## config.mk

```make
export PLATFORM = sky130hd
export DESIGN_NAME = apbmon_top
export DESIGN_NICKNAME = d
export VERILOG_FILES = /design/src/rtl/apbmon_pkg.sv /design/src/rtl/apbmon_phase.sv /design/src/rtl/apbmon_frame.sv /design/src/rtl/apbmon_tally.sv /design/src/rtl/apbmon_top.sv
export SDC_FILE = /design/constraint.sdc
export NUM_CORES = 1
export LEC_CHECK = 0
export CAP_MARGIN = 30
export CORE_UTILIZATION = 51
export CTS_CLUSTER_SIZE = 10
export DETAILED_ROUTE_END_ITERATION = 12
export PLACE_DENSITY = 0.88
export SYNTH_ARGS = -nofsm -noshare
export SYNTH_HDL_FRONTEND = slang
export SYNTH_SLANG_ARGS = --single-unit
export TNS_END_PERCENT = 20
```

## constraint.sdc

```tcl
create_clock -name clk_i -period 2.5 [get_ports clk_i]
set_input_delay 0.25 -clock clk_i [delete_from_list [all_inputs] [get_ports clk_i]]
set_output_delay 0.25 -clock clk_i [all_outputs]
set_load 0.01 [all_outputs]
```

## src/rtl/apbmon_pkg.sv

```systemverilog
package apbmon_pkg;
    typedef enum logic [1:0] {
        PH_IDLE,
        PH_SETUP,
        PH_ACCESS
    } phase_t;

    localparam int unsigned V_HOLD    = 0;
    localparam int unsigned V_DROP    = 1;
    localparam int unsigned V_NOSETUP = 2;
    localparam int unsigned V_NOSEL   = 3;
    localparam int unsigned V_TIMEOUT = 4;
    localparam int unsigned V_NUM     = 5;
endpackage

```

## src/rtl/apbmon_phase.sv

```systemverilog
module apbmon_phase
    import apbmon_pkg::*;
(
    input  logic             clk_i,
    input  logic             rst_ni,
    input  logic             sel_i,
    input  logic             en_i,
    input  logic             rdy_i,
    input  logic             frame_diff_i,
    output logic             setup_cyc_o,
    output logic             wait_cyc_o,
    output logic             done_cyc_o,
    output logic [V_NUM-1:0] ev_o
);
    phase_t state_q, state_d;

    always_ff @(posedge clk_i or negedge rst_ni) begin
        if (!rst_ni) state_q <= PH_IDLE;
        else         state_q <= state_d;
    end

    always_comb begin
        state_d     = state_q;
        setup_cyc_o = 1'b0;
        wait_cyc_o  = 1'b0;
        done_cyc_o  = 1'b0;
        ev_o        = '0;
        ev_o[V_NOSEL] = en_i && !sel_i;
        unique case (state_q)
            PH_IDLE: begin
                if (sel_i && !en_i) begin
                    setup_cyc_o = 1'b1;
                    state_d     = PH_SETUP;
                end else if (sel_i && en_i) begin
                    ev_o[V_NOSETUP] = 1'b1;
                end
            end
            PH_SETUP, PH_ACCESS: begin
                if (!sel_i) begin
                    ev_o[V_HOLD] = 1'b1;
                    state_d      = PH_IDLE;
                end else if (!en_i) begin
                    setup_cyc_o  = 1'b1;
                    ev_o[V_DROP] = (state_q == PH_ACCESS);
                    state_d      = PH_SETUP;
                end else begin
                    ev_o[V_HOLD] = frame_diff_i;
                    if (rdy_i) begin
                        done_cyc_o = 1'b1;
                        state_d    = PH_IDLE;
                    end else begin
                        wait_cyc_o = 1'b1;
                        state_d    = PH_ACCESS;
                    end
                end
            end
            default: state_d = PH_IDLE;
        endcase
    end


    access_entry_chk: assert property (@(posedge clk_i) disable iff (!rst_ni)
        (state_q == PH_ACCESS) |-> ($past(state_q) != PH_IDLE));


    single_done_chk: assert property (@(posedge clk_i) disable iff (!rst_ni)
        done_cyc_o |=> !done_cyc_o);
endmodule

```

## src/rtl/apbmon_frame.sv

```systemverilog
module apbmon_frame #(
    parameter int unsigned AW = 16,
    parameter int unsigned DW = 32
) (
    input  logic          clk_i,
    input  logic          rst_ni,
    input  logic          setup_cyc_i,
    input  logic [AW-1:0] addr_i,
    input  logic          wr_i,
    input  logic [DW-1:0] wdata_i,
    output logic          diff_o
);
    localparam int unsigned FW = AW + DW + 1;

    logic [FW-1:0] cap_q;
    logic [FW-1:0] now_w;

    assign now_w  = {addr_i, wr_i, wdata_i};
    assign diff_o = (now_w != cap_q);

    always_ff @(posedge clk_i or negedge rst_ni) begin
        if (!rst_ni)          cap_q <= '0;
        else if (setup_cyc_i) cap_q <= now_w;
    end
endmodule

```

## src/rtl/apbmon_tally.sv

```systemverilog
module apbmon_tally #(
    parameter int unsigned CNT_W      = 16,
    parameter int unsigned WAIT_W     = 8,
    parameter int unsigned MAX_WAIT   = 16,
    parameter bit          TIMEOUT_EN = 1'b1
) (
    input  logic              clk_i,
    input  logic              rst_ni,
    input  logic              setup_cyc_i,
    input  logic              wait_cyc_i,
    input  logic              done_cyc_i,
    input  logic              err_i,
    output logic [CNT_W-1:0]  xfer_cnt_o,
    output logic [CNT_W-1:0]  err_cnt_o,
    output logic [CNT_W-1:0]  wait_tot_o,
    output logic [WAIT_W-1:0] last_wait_o,
    output logic              timeout_o
);
    localparam logic [WAIT_W-1:0] WAIT_LIM = WAIT_W'(MAX_WAIT);
    localparam logic [WAIT_W-1:0] WAIT_TOP = '1;

    logic [WAIT_W-1:0] cur_q;

    always_ff @(posedge clk_i or negedge rst_ni) begin
        if (!rst_ni) begin
            cur_q       <= '0;
            xfer_cnt_o  <= '0;
            err_cnt_o   <= '0;
            wait_tot_o  <= '0;
            last_wait_o <= '0;
        end else begin
            if (setup_cyc_i)
                cur_q <= '0;
            else if (wait_cyc_i && cur_q != WAIT_TOP)
                cur_q <= cur_q + 1'b1;
            if (wait_cyc_i)
                wait_tot_o <= wait_tot_o + 1'b1;
            if (done_cyc_i) begin
                xfer_cnt_o  <= xfer_cnt_o + 1'b1;
                last_wait_o <= cur_q;
                if (err_i) err_cnt_o <= err_cnt_o + 1'b1;
            end
        end
    end

    generate
        if (TIMEOUT_EN) begin : g_limit
            assign timeout_o = wait_cyc_i && (cur_q == WAIT_LIM);
        end else begin : g_nolimit
            assign timeout_o = 1'b0;
        end
    endgenerate


    xfer_step_chk: assert property (@(posedge clk_i) disable iff (!rst_ni)
        (xfer_cnt_o == $past(xfer_cnt_o)) || (xfer_cnt_o == $past(xfer_cnt_o) + CNT_W'(1)));


    err_follow_chk: assert property (@(posedge clk_i) disable iff (!rst_ni)
        (err_cnt_o != $past(err_cnt_o)) |-> (xfer_cnt_o != $past(xfer_cnt_o)));


    last_wait_hold_chk: assert property (@(posedge clk_i) disable iff (!rst_ni)
        (xfer_cnt_o == $past(xfer_cnt_o)) |-> $stable(last_wait_o));
endmodule

```

## src/rtl/apbmon_top.sv

```systemverilog
module apbmon_top
    import apbmon_pkg::*;
#(
    parameter int unsigned AW         = 16,
    parameter int unsigned DW         = 32,
    parameter int unsigned CNT_W      = 16,
    parameter int unsigned WAIT_W     = 8,
    parameter int unsigned MAX_WAIT   = 16,
    parameter bit          TIMEOUT_EN = 1'b1
) (
    input  logic              clk_i,
    input  logic              rst_ni,
    input  logic              sel_i,
    input  logic              en_i,
    input  logic              rdy_i,
    input  logic [AW-1:0]     addr_i,
    input  logic              wr_i,
    input  logic [DW-1:0]     wdata_i,
    input  logic              err_i,
    input  logic              clr_i,
    output logic [V_NUM-1:0]  viol_o,
    output logic [CNT_W-1:0]  xfer_cnt_o,
    output logic [CNT_W-1:0]  err_cnt_o,
    output logic [CNT_W-1:0]  wait_tot_o,
    output logic [WAIT_W-1:0] last_wait_o
);
    logic             setup_cyc, wait_cyc, done_cyc, frame_diff, timeout;
    logic [V_NUM-1:0] phase_ev, ev_all;

    apbmon_phase u_phase (
        .clk_i        (clk_i),
        .rst_ni       (rst_ni),
        .sel_i        (sel_i),
        .en_i         (en_i),
        .rdy_i        (rdy_i),
        .frame_diff_i (frame_diff),
        .setup_cyc_o  (setup_cyc),
        .wait_cyc_o   (wait_cyc),
        .done_cyc_o   (done_cyc),
        .ev_o         (phase_ev)
    );

    apbmon_frame #(.AW(AW), .DW(DW)) u_frame (
        .clk_i       (clk_i),
        .rst_ni      (rst_ni),
        .setup_cyc_i (setup_cyc),
        .addr_i      (addr_i),
        .wr_i        (wr_i),
        .wdata_i     (wdata_i),
        .diff_o      (frame_diff)
    );

    apbmon_tally #(
        .CNT_W(CNT_W), .WAIT_W(WAIT_W), .MAX_WAIT(MAX_WAIT), .TIMEOUT_EN(TIMEOUT_EN)
    ) u_tally (
        .clk_i       (clk_i),
        .rst_ni      (rst_ni),
        .setup_cyc_i (setup_cyc),
        .wait_cyc_i  (wait_cyc),
        .done_cyc_i  (done_cyc),
        .err_i       (err_i),
        .xfer_cnt_o  (xfer_cnt_o),
        .err_cnt_o   (err_cnt_o),
        .wait_tot_o  (wait_tot_o),
        .last_wait_o (last_wait_o),
        .timeout_o   (timeout)
    );

    always_comb begin
        ev_all            = phase_ev;
        ev_all[V_TIMEOUT] = timeout;
    end

    always_ff @(posedge clk_i or negedge rst_ni) begin
        if (!rst_ni) viol_o <= '0;
        else         viol_o <= (clr_i ? '0 : viol_o) | ev_all;
    end


    sticky_flag_chk: assert property (@(posedge clk_i) disable iff (!rst_ni)
        !$past(clr_i) |-> ((viol_o & $past(viol_o)) == $past(viol_o)));


    nosel_flag_chk: assert property (@(posedge clk_i) disable iff (!rst_ni)
        (en_i && !sel_i) |=> viol_o[V_NOSEL]);
endmodule

```

==> results of run 1 <==
-- area by class of cell --
class / count / area (um2)
clock inverter: 12 / 175
tap: 136 / 170
inverter: 11 / 41.3
multi-input combinational: 312 / 2440
fill: 709 / 2910
sequential: 120 / 3000
clock buffer: 20 / 435
timing repair buffer: 124 / 1250
-- worst paths after layout --
path,startpoint,end,slack [ns],depth (start not counted)
worst max-delay path,u_phase.state_q[1]$_DFFE_PN0P_,u_tally.err_cnt_o[15]$_DFFE_PN0P_,0.30,7
worst min-delay path,rst_ni,u_frame.cap_q[42]$_DFFE_PN0P_,0.30,3
worst max register to register,u_phase.state_q[1]$_DFFE_PN0P_,u_tally.err_cnt_o[15]$_DFFE_PN0P_,0.30,7
worst min register to register,u_tally.wait_tot_o[15]$_DFFE_PN0P_,u_tally.wait_tot_o[15]$_DFFE_PN0P_,0.47,1
max in group asynchronous,rst_ni,u_tally.err_cnt_o[0]$_DFFE_PN0P_,1.67,3
min in group clk_i,addr_i[2],u_frame.cap_q[35]$_DFFE_PN0P_,0.39,2
-- worst max-delay path, stage by stage (launching register included) --
cell and delay [ns]:
dfrtp_1 0.41, inv_1 0.06, ha_1 0.38, and4_1 0.50, nand4_4 0.17, or2_4 0.29
nor2_2 0.12, xor2_1 0.19
-- metrics by stage --
| step | instance area, um2 | util, % | setup slack [ns] | hold WS, ns |
|---|---|---|---|---|
| final | 7510 | 72.1 | 0.299 | 0.304 |
| after global routing | 7510 | 72.1 | 0.153 | 0.316 |
| after CTS | 7510 | 72.1 | 0.310 | 0.302 |
| after detailed placement | 6890 | 66.2 | 0.289 | 0.308 |
| after global placement | 6890 | 66.2 | 0.396 | 0.298 |
| after floorplan | 5540 | - | 0.735 | -0.0456 |
-- power breakdown --
part | internal (mW) | switching [mW] | total, mW
clock network | 1.64 | 0.865 | 2.51
logic | 0.942 | 0.632 | 1.57
registers | 2.45 | 0.440 | 2.89
total | 5.03 | 1.94 | 6.97
-- cell usage after synthesis (5+ instances only) --
cell,instances,area [um2]
ha_1,8,100
nor2_1,16,60.1
nand4_1,23,144
and3_1,9,56.3
nand2_1,45,169
and4_1,5,43.8
xnor2_1,70,613
dfrtp_1,120,3000
xor2_1,30,263
inv_1,11,41.3
mux2_2,40,450
mux2_1,11,124
nor4_1,6,37.5
nand3_1,18,90.1
-- sequential cells by signal (all words and copies together), names as in the netlist --
name / count
u_frame.cap_q: 49
u_tally.cur_q: 8
u_tally.xfer_cnt_o: 16
u_tally.last_wait_o: 8
u_phase.state_q: 2
u_tally.wait_tot_o: 16
viol_o: 5
u_tally.err_cnt_o: 16
-- timing repair --
item,CTS,global route
hold buffers,1,0
endpoints found under the hold margin,120,0
setup buffers,0,0
-- cells by family (layout without fill, tap and decap cells) --
kind of cell | count (synthesis) | count (layout) | share of synthesized area (%)
AOI/OAI and AO/OA | 13 | 13 | 1.94
xor gates and xnor gates | 100 | 100 | 15.8
adders and majority gates | 8 | 8 | 1.81
buffers and inverters | 21 | 167 | 1.92
DFF | 120 | 120 | 54.2
muxes | 51 | 51 | 10.4
and+or+nand+nor | 140 | 140 | 14.0
-- routing by layer --
metal	track usage (%)	routed length (um)	vias to the layer above
met3	6.74	705	12
met1	27.4	4850	1964
li1	-	-	1825
met4	7.84	157	0
met2	39.7	6390	99
met5	0	0	-
==> impl_metrics.tcl, run 1 <==
set metrics [dict create \
    numCtsBuffers 17 \
    setup_violations 0 \
    yosys_warnings 0 \
    fin_crit_sh_pct 88.0 \
    post-route-min-period_ns 2.20 \
    drc_errors 0 \
    status "completed" \
    synth_area_um2 5540 \
    num_rows 37 \
    viasPerCell 5.31 \
    syn2layout_area_growth_pct 35.5 \
    antenna_found_initial 0 \
    grt-ovfl-total 0 \
    yosysSeqAreaShare_pct 54.2 \
    diodes 0 \
    cts_sinks 120 \
    relSlewSlack_pct 59.8 \
    startpoint_type "register" \
    wl_per_cell_um 16.5 \
    maxSlewViolCount 0 \
    p_total_mw 6.97 \
    setup.worst_path.class "reg -> reg" \
    cp.arrival_ns 2.62 \
    hold_path.class "in -> async" \
    htreeDepth 4 \
    clk_latency_ns 0.51 \
    ir_worst_vdd_mv 0.522 \
    place_inst 702 \
    gp_congestion 0.798 \
    chipHeight_um 106 \
    cts_tree "yes" \
    layout.nets 650 \
    crit_required_ns 2.92 \
    setup_tns_ns 0 \
    final.setup_skew_ns 0.00778 \
    dr.pass1.iters 4 \
    vias 3900 \
    grt_pass1_vias 4048 \
    totalWireLength_um 12100 \
    grt_usage_pct 23.0 \
    crit_fanout 8 \
    powerDensity_nw_per_um2 928 \
    ys_ff_latch 120 \
    synth.net_count 517 \
    cts_buffer_depth 2 \
    antenna_left 0 \
    dieArea_um2 11300 \
    layout_common_cells "dfrtp_1 (120), clkdlybuf4s50_1 (115), xnor2_1 (70)" \
    hold_violations 0 \
    io_buffers 116 \
    grt_max_degree 73 \
    fmax_mhz 454 \
    die_w_um 106 \
    yosysUniqueCellTypes 40 \
    layout-drive-gt1-share_pct 15.2 \
    final_common_cell "dfrtp_1" \
    initial_core_util_pct 53.2 \
    core-area_um2 10400 \
    ctsResizeCount 0 \
    final_cells 735 \
    drtIter0Drc 153 \
    drv_cap 0 \
    root_buffer "clkbuf_8" \
    rsz0062_at_grt "no" \
    path_clk_slew_ns 0.06 \
    syn_inst 453 \
    dp_hpwl_um 8450 \
    io_pins 117 \
    grt_pass1_wl_um 19900 \
    syn_avg_cell_area_um2 12.2 \
    async_flop_share_pct 100 \
    synthFlopType "dfrtp_1" \
    worst_slew_pin_slew_ns 0.602 \
    leakage_nw 3.18 \
    synth-edff-count 0 \
    worstSetupEndpointType "register" \
]
No activity file was read; power rests on OpenSTA's default activity.
==> inputs of run 2 (changes only) <==
--- a/config.mk
+++ b/config.mk
@@ -5,6 +5,7 @@
 export SDC_FILE = /design/constraint.sdc
 export NUM_CORES = 1
 export LEC_CHECK = 0
+export ABC_CLOCK_PERIOD_IN_PS = 2500
 export CAP_MARGIN = 30
 export CORE_UTILIZATION = 51
 export CTS_CLUSTER_SIZE = 10
==> results of run 2 <==
The final DEF is identical to that of run 1; final timing and power are the same.
==> inputs of run 3 (changes only) <==
--- a/config.mk
+++ b/config.mk
@@ -10,6 +10,7 @@
 export CORE_UTILIZATION = 51
 export CTS_CLUSTER_SIZE = 10
 export DETAILED_ROUTE_END_ITERATION = 12
+export HOLD_SLACK_MARGIN = 0.05
 export PLACE_DENSITY = 0.88
 export SYNTH_ARGS = -nofsm -noshare
 export SYNTH_HDL_FRONTEND = slang
==> results of run 3 <==
The final DEF is identical to that of run 1; final timing and power are the same.
